--- src/rtl/sc_sync_pkg.sv ---
package sc_sync_pkg;
  typedef enum logic [1:0] {ST_OFF, ST_WAIT, ST_DLY, ST_ACT} act_st_e;

  localparam logic [2:0] A_CTRL = 3'd0;
  localparam logic [2:0] A_ETU  = 3'd1;
  localparam logic [2:0] A_LEN  = 3'd2;
  localparam logic [2:0] A_TXD  = 3'd3;
  localparam logic [2:0] A_ICLR = 3'd4;

  localparam int B_PWR = 0;
  localparam int B_RDY = 1;
  localparam int B_OFF = 2;
  localparam int B_LVL = 3;
  localparam int B_RST = 4;
  localparam int B_TX  = 5;
  localparam int CTRL_W = 6;
endpackage

--- src/rtl/sc_act_fsm.sv ---
module sc_act_fsm
  import sc_sync_pkg::*;
#(
  parameter int IO_DLY = 4
) (
  input  logic    clk_i,
  input  logic    rst_ni,
  input  logic    pwr_en_i,
  input  logic    rdy_sel_i,
  input  logic    vcc_ok_i,
  input  logic    tmr_done_i,
  output act_st_e st_o
);
  localparam int DW = (IO_DLY < 2) ? 1 : $clog2(IO_DLY);
  localparam logic [DW-1:0] LAST = DW'(IO_DLY - 1);

  act_st_e st_q;
  logic [DW-1:0] dly_q;
  logic trig;

  assign trig = rdy_sel_i ? vcc_ok_i : tmr_done_i;

  always_ff @(posedge clk_i or negedge rst_ni) begin
    if (!rst_ni) begin
      st_q  <= ST_OFF;
      dly_q <= '0;
    end else if (!pwr_en_i) begin
      st_q  <= ST_OFF;
      dly_q <= '0;
    end else begin
      unique case (st_q)
        ST_OFF:  st_q <= ST_WAIT;
        ST_WAIT: if (trig) begin
          st_q  <= ST_DLY;
          dly_q <= '0;
        end
        ST_DLY:  if (dly_q == LAST) st_q <= ST_ACT;
                 else dly_q <= dly_q + 1'b1;
        default: st_q <= ST_ACT;
      endcase
    end
  end

  assign st_o = st_q;
endmodule

--- src/rtl/sc_clk_gen.sv ---
module sc_clk_gen #(
  parameter int EW = 8
) (
  input  logic          clk_i,
  input  logic          rst_ni,
  input  logic          live_i,   // powered and active
  input  logic          off_i,
  input  logic          lvl_i,
  input  logic [EW-1:0] etu_i,
  output logic          clk_o,
  output logic          rise_o,
  output logic          fall_o
);
  logic [EW-1:0] half, cnt_q;
  logic clk_q, run, wrap;

  assign half = ((etu_i >> 1) == '0) ? EW'(1) : (etu_i >> 1);
  assign run  = live_i && !off_i;
  assign wrap = run && (cnt_q == half - EW'(1));

  always_ff @(posedge clk_i or negedge rst_ni) begin
    if (!rst_ni) begin
      cnt_q <= '0;
      clk_q <= 1'b0;
    end else if (!run) begin
      cnt_q <= '0;
      clk_q <= live_i && lvl_i;
    end else if (wrap) begin
      cnt_q <= '0;
      clk_q <= ~clk_q;
    end else begin
      cnt_q <= cnt_q + 1'b1;
    end
  end

  assign clk_o  = clk_q;
  assign rise_o = wrap && !clk_q;
  assign fall_o = wrap && clk_q;
endmodule

--- src/rtl/sc_shift_unit.sv ---
module sc_shift_unit #(
  parameter int DW = 8
) (
  input  logic          clk_i,
  input  logic          rst_ni,
  input  logic          clr_i,      // deactivation
  input  logic          restart_i,  // direction toggle or length write
  input  logic          tx_i,
  input  logic          rise_i,
  input  logic          fall_i,
  input  logic          io_i,
  input  logic          len_wr_i,
  input  logic [DW-1:0] len_i,
  input  logic          txd_wr_i,
  input  logic [DW-1:0] txd_i,
  input  logic          iclr_i,
  output logic [DW-1:0] rx_o,
  output logic          io_do_o,
  output logic          irq_o
);
  logic [DW-1:0] len_q, cnt_q, rx_q, tx_q;
  logic irq_q, evt, busy;

  assign busy = cnt_q != len_q;
  assign evt  = busy && (tx_i ? fall_i : rise_i);

  always_ff @(posedge clk_i or negedge rst_ni) begin
    if (!rst_ni) len_q <= '0;
    else if (len_wr_i) len_q <= len_i;
  end

  always_ff @(posedge clk_i or negedge rst_ni) begin
    if (!rst_ni) tx_q <= '0;
    else if (txd_wr_i) tx_q <= txd_i;
    else if (evt && tx_i) tx_q <= {tx_q[DW-2:0], 1'b0};
  end

  always_ff @(posedge clk_i or negedge rst_ni) begin
    if (!rst_ni) begin
      cnt_q <= '0;
      rx_q  <= '0;
      irq_q <= 1'b0;
    end else if (clr_i) begin
      cnt_q <= '0;
      irq_q <= 1'b0;
    end else begin
      if (restart_i) begin
        cnt_q <= '0;
        rx_q  <= '0;
      end else if (evt) begin
        cnt_q <= cnt_q + 1'b1;
        if (!tx_i) rx_q <= {rx_q[DW-2:0], io_i};
      end
      if (evt && !restart_i && (cnt_q + DW'(1) == len_q)) irq_q <= 1'b1;
      else if (iclr_i) irq_q <= 1'b0;
    end
  end

  assign rx_o    = rx_q;
  assign io_do_o = tx_q[DW-1];
  assign irq_o   = irq_q;
endmodule

--- src/rtl/sc_sync_ctrl.sv ---
module sc_sync_ctrl
  import sc_sync_pkg::*;
#(
  parameter int DW      = 8,
  parameter int IO_DLY  = 4,
  parameter int ETU_RST = 8
) (
  input  logic          clk_i,
  input  logic          rst_ni,
  input  logic          wr_en_i,
  input  logic [2:0]    wr_addr_i,
  input  logic [DW-1:0] wr_data_i,
  input  logic          vcc_ok_i,
  input  logic          tmr_done_i,
  input  logic          io_i,
  output logic          card_clk_o,
  output logic          card_rst_o,
  output logic          io_oe_o,
  output logic          io_do_o,
  output logic [DW-1:0] rx_data_o,
  output logic          irq_o
);
  logic [CTRL_W-1:0] ctrl_q;
  logic [DW-1:0] etu_q;
  logic wr_ctrl, wr_etu, wr_len, wr_txd, wr_iclr;
  logic pwr_en, rdy_sel, clk_off, clk_lvl, tx_mode, mode_tog;
  logic live, rise, fall, sh_do;
  act_st_e act_st;

  assign wr_ctrl = wr_en_i && (wr_addr_i == A_CTRL);
  assign wr_etu  = wr_en_i && (wr_addr_i == A_ETU);
  assign wr_len  = wr_en_i && (wr_addr_i == A_LEN);
  assign wr_txd  = wr_en_i && (wr_addr_i == A_TXD);
  assign wr_iclr = wr_en_i && (wr_addr_i == A_ICLR) && wr_data_i[0];

  always_ff @(posedge clk_i or negedge rst_ni) begin
    if (!rst_ni) begin
      ctrl_q <= '0;
      etu_q  <= DW'(ETU_RST);
    end else begin
      if (wr_ctrl) ctrl_q <= wr_data_i[CTRL_W-1:0];
      if (wr_etu)  etu_q  <= wr_data_i;
    end
  end

  assign pwr_en   = ctrl_q[B_PWR];
  assign rdy_sel  = ctrl_q[B_RDY];
  assign clk_off  = ctrl_q[B_OFF];
  assign clk_lvl  = ctrl_q[B_LVL];
  assign tx_mode  = ctrl_q[B_TX];
  assign mode_tog = wr_ctrl && (wr_data_i[B_TX] != tx_mode);
  assign live     = pwr_en && (act_st == ST_ACT);

  sc_act_fsm #(.IO_DLY(IO_DLY)) u_fsm (
    .clk_i, .rst_ni,
    .pwr_en_i  (pwr_en),
    .rdy_sel_i (rdy_sel),
    .vcc_ok_i,
    .tmr_done_i,
    .st_o      (act_st)
  );

  sc_clk_gen #(.EW(DW)) u_clk (
    .clk_i, .rst_ni,
    .live_i (live),
    .off_i  (clk_off),
    .lvl_i  (clk_lvl),
    .etu_i  (etu_q),
    .clk_o  (card_clk_o),
    .rise_o (rise),
    .fall_o (fall)
  );

  sc_shift_unit #(.DW(DW)) u_shift (
    .clk_i, .rst_ni,
    .clr_i     (!pwr_en),
    .restart_i (mode_tog || wr_len),
    .tx_i      (tx_mode),
    .rise_i    (rise),
    .fall_i    (fall),
    .io_i,
    .len_wr_i  (wr_len),
    .len_i     (wr_data_i),
    .txd_wr_i  (wr_txd),
    .txd_i     (wr_data_i),
    .iclr_i    (wr_iclr),
    .rx_o      (rx_data_o),
    .io_do_o   (sh_do),
    .irq_o
  );

  assign card_rst_o = pwr_en && (act_st != ST_OFF) && ctrl_q[B_RST];
  assign io_oe_o    = pwr_en && ((act_st == ST_WAIT) || (act_st == ST_DLY) || live && tx_mode);
  assign io_do_o    = live && tx_mode && sh_do;
endmodule

--- config.mk ---
export PLATFORM = sky130hd
export DESIGN_NAME = sc_sync_ctrl
export DESIGN_NICKNAME = d
export VERILOG_FILES = /design/src/rtl/sc_sync_pkg.sv /design/src/rtl/sc_act_fsm.sv /design/src/rtl/sc_clk_gen.sv /design/src/rtl/sc_shift_unit.sv /design/src/rtl/sc_sync_ctrl.sv
export SDC_FILE = /design/constraint.sdc
export NUM_CORES = 1
export LEC_CHECK = 0
export ABC_AREA = 1
export BUFFER_PORTS_ARGS = -buffer_cell sky130_fd_sc_hd__clkbuf_2
export CORE_UTILIZATION = 50
export CTS_CLUSTER_DIAMETER = 150
export DETAILED_ROUTE_END_ITERATION = 10
export GPL_TIMING_DRIVEN = 0
export PLACE_DENSITY = 0.69
export SLEW_MARGIN = 0
export SYNTH_ARGS = -nofsm -noshare
export SYNTH_HDL_FRONTEND = slang
export SYNTH_HIERARCHICAL = 1
export SYNTH_SLANG_ARGS = --single-unit
--- constraint.sdc ---
create_clock -name clk_i -period 3.7 [get_ports clk_i]
set_clock_uncertainty 0.15 [all_clocks]
set_input_delay 0.74 -clock clk_i [delete_from_list [all_inputs] [get_ports clk_i]]
set_output_delay 0.74 -clock clk_i [all_outputs]
set_load 0.005 [all_outputs]
==> results.md <==
- I/O pins: 30
- Status: finished, final reports clean
- Bufs on Longest Clock Path: 2
- Overflow after GRT: 0
- Mapped Nets: 497
- Vias in the first global route: 2851
- Clk slew on worst S/H paths: ~0.060 ns
- Fin crit period: 3.27 ns
- CTS root buf: clkbuf_8
- Wirelength per Cell: 12.4 um
- Dpl hpwl: 5.57 mm
- Max FO, Critical Path: 9
- CP required: roughly 3.8 ns
- CP endpoint kind: flip-flop
- Mapped cell area: around 3500 sq um
- Vias per cell: 5.12
- Setup TNS: 0 ns
- First-pass GRT wire length: 13.1 mm
- I/O Buffers: 29
- H-tree levels: 3
- Final instance area: between 4000 and 5000 sq um
- TritonCTS clock tree: yes
- First-pass DRT Iterations: 5
- Final core utilization: 0.591
- Worst hold slack: 0.332 ns
- Iter 0 DRT Violations: about 170
- Maximum clock rate: 306 MHz
- Slew Viols, Final: 0
- Clock latency on the worst-skew pair: ~0.33 ns
- Die X: 86.2 um
- Worst r2r src: etu_q[3]
- Initial Util: 0.519
- Setup-failing EPs final: 0
- Placed inst area: ~3800 sq um
- Worst hold path type: flip-flop to flip-flop
- GPL Wtd Cong: between 0.8 and 0.9
- N_diodes: 0
- Initial antenna violation count: 0
- Worst-Margin Slew: between 0.8 and 0.9 ns
- Final hold violation count: 0
- Num rows: 30
- Core Area: 6830 sq um
- Final Cycle Share: 0.885
- Syn Area/Cell: 7.48 sq um
- Total wire length: 7.62 mm
- Filler Cells Inserted: 661
- Leak pwr: between 2 and 2.5 nW
- Peak supply drop: 0.000343 V
- ANT nets after route: 0
- DR vias: 3146
- # resized after CTS: 0
- Cts hold-fix bufs: 0
- TritonCTS Buffers: 9
- Critical path startpoint: etu_q[3]
- Max cap viols: 0
- Die area: 7430 sq um
- Warnings, synthesis: 6
- # DRC: 0
- Relative slew slack: 0.453
- Post-CTS Setup Inserts: 0
- Largest net degree at the start of global routing: 60
- Num Clock Sinks: 59
- Cell count after synthesis: 474
- CP Class: flip-flop to flip-flop
- Die Y: 86.2 um
- CP startpoint kind: flip-flop
- Pwr dens: 502 nW/um^2
- NumNets Final: 537
- Synthesis-to-layout area growth: 13.9%
- RSZ-0062 raised after global routing: false
- Worst hold path startpoint: etu_q[1]
- Worst path arrival time: 3.36 ns
- Total track usage: 0.227
- Layout cells sized above 1: 0.162
[worst paths after layout]
path / end / slack, ns / cells after the start
setup / recovery: u_shift/cnt_q[4] / 0.43 / 15
hold / removal: etu_q[1] / 0.33 / 2
setup reg to reg: u_shift/cnt_q[4] / 0.43 / 15
hold reg to reg: etu_q[1] / 0.33 / 2
max in group asynchronous: u_clk/cnt_q[4] / 2.49 / 1
min in group asynchronous: u_shift/cnt_q[5] / 0.37 / 1
[per-stage QoR]
step / std cells / setup slack (ns) / power, W
finish: 615 / 0.427 / 0.00203
global route: 615 / 0.145 / 0.00216
CTS: 615 / 0.411 / 0.00205
detailed placement: 599 / 0.434 / 0.00137
global placement: 599 / 0.469 / 0.00135
floorplan: 474 / 0.958 / 0.00121
[worst max-delay path, cell delays in order, from the launching register on]
cell and delay [ns]:
dfstp_2 0.59, nor2_4 0.07, nand3_4 0.11, nand2_1 0.08, inv_1 0.06, ha_1 0.24
nand3_1 0.15, xnor2_1 0.15, nand2_1 0.10, nor2_4 0.14, nand3_1 0.10, nor2_1 0.11
inv_1 0.04, o21ai_0 0.40, nand3_1 0.40, o21ai_0 0.29
[placed cells by master, fill, tap and decap left out, drive strengths merged]
cell type / instances
buf: 5
nor3: 4
a21oi: 2
clkinv: 3
clkbuf: 42
mux2: 2
or2: 1
nor2: 49
xnor2: 6
nand3: 71
xor2: 10
nand3b: 2
bufinv: 2
o21ai: 21
inv: 64
dfstp: 1
nand2: 159
ha: 6
dfrtp: 58
nand4: 11
[power breakdown]
group,internal (W),switching [W]
sequential,0.000760,0.000103
combinational,0.000195,0.000300
clock,0.000413,0.000257
total,0.00137,0.000661
[final cells by class]
type	count	area (sq um)	area share
multi-input cells	344	1770	0.438
clock inverters	5	75.1	0.0186
flip-flops and latches	59	1480	0.366
well taps	96	120	0.0297
repair buffers	29	148	0.0366
inverters	64	240	0.0595
plain buffers	7	56.3	0.0139
clock buffers	11	151	0.0375
[state kept, by name, indices dropped and copies added, names as in the netlist, 2 cells and up]
name	count
u_shift/tx_q	8
u_shift/cnt_q	8
u_clk/cnt_q	8
u_shift/len_q	8
u_shift/rx_o	8
ctrl_q	6
u_fsm/dly_q	2
etu_q	7
u_fsm/st_o	2
[routing by layer]
layer  GRT usage  share of wire  wire length (um)  vias up
met2       0.354           0.45              3430       87
met5           0              0                 0        -
li1            -              -                 -     1576
met3      0.0552          0.053               400        4
met1       0.318           0.49              3740     1479
met4      0.0591         0.0058                44        0
Note: power is estimated with default switching activity, not from simulation.
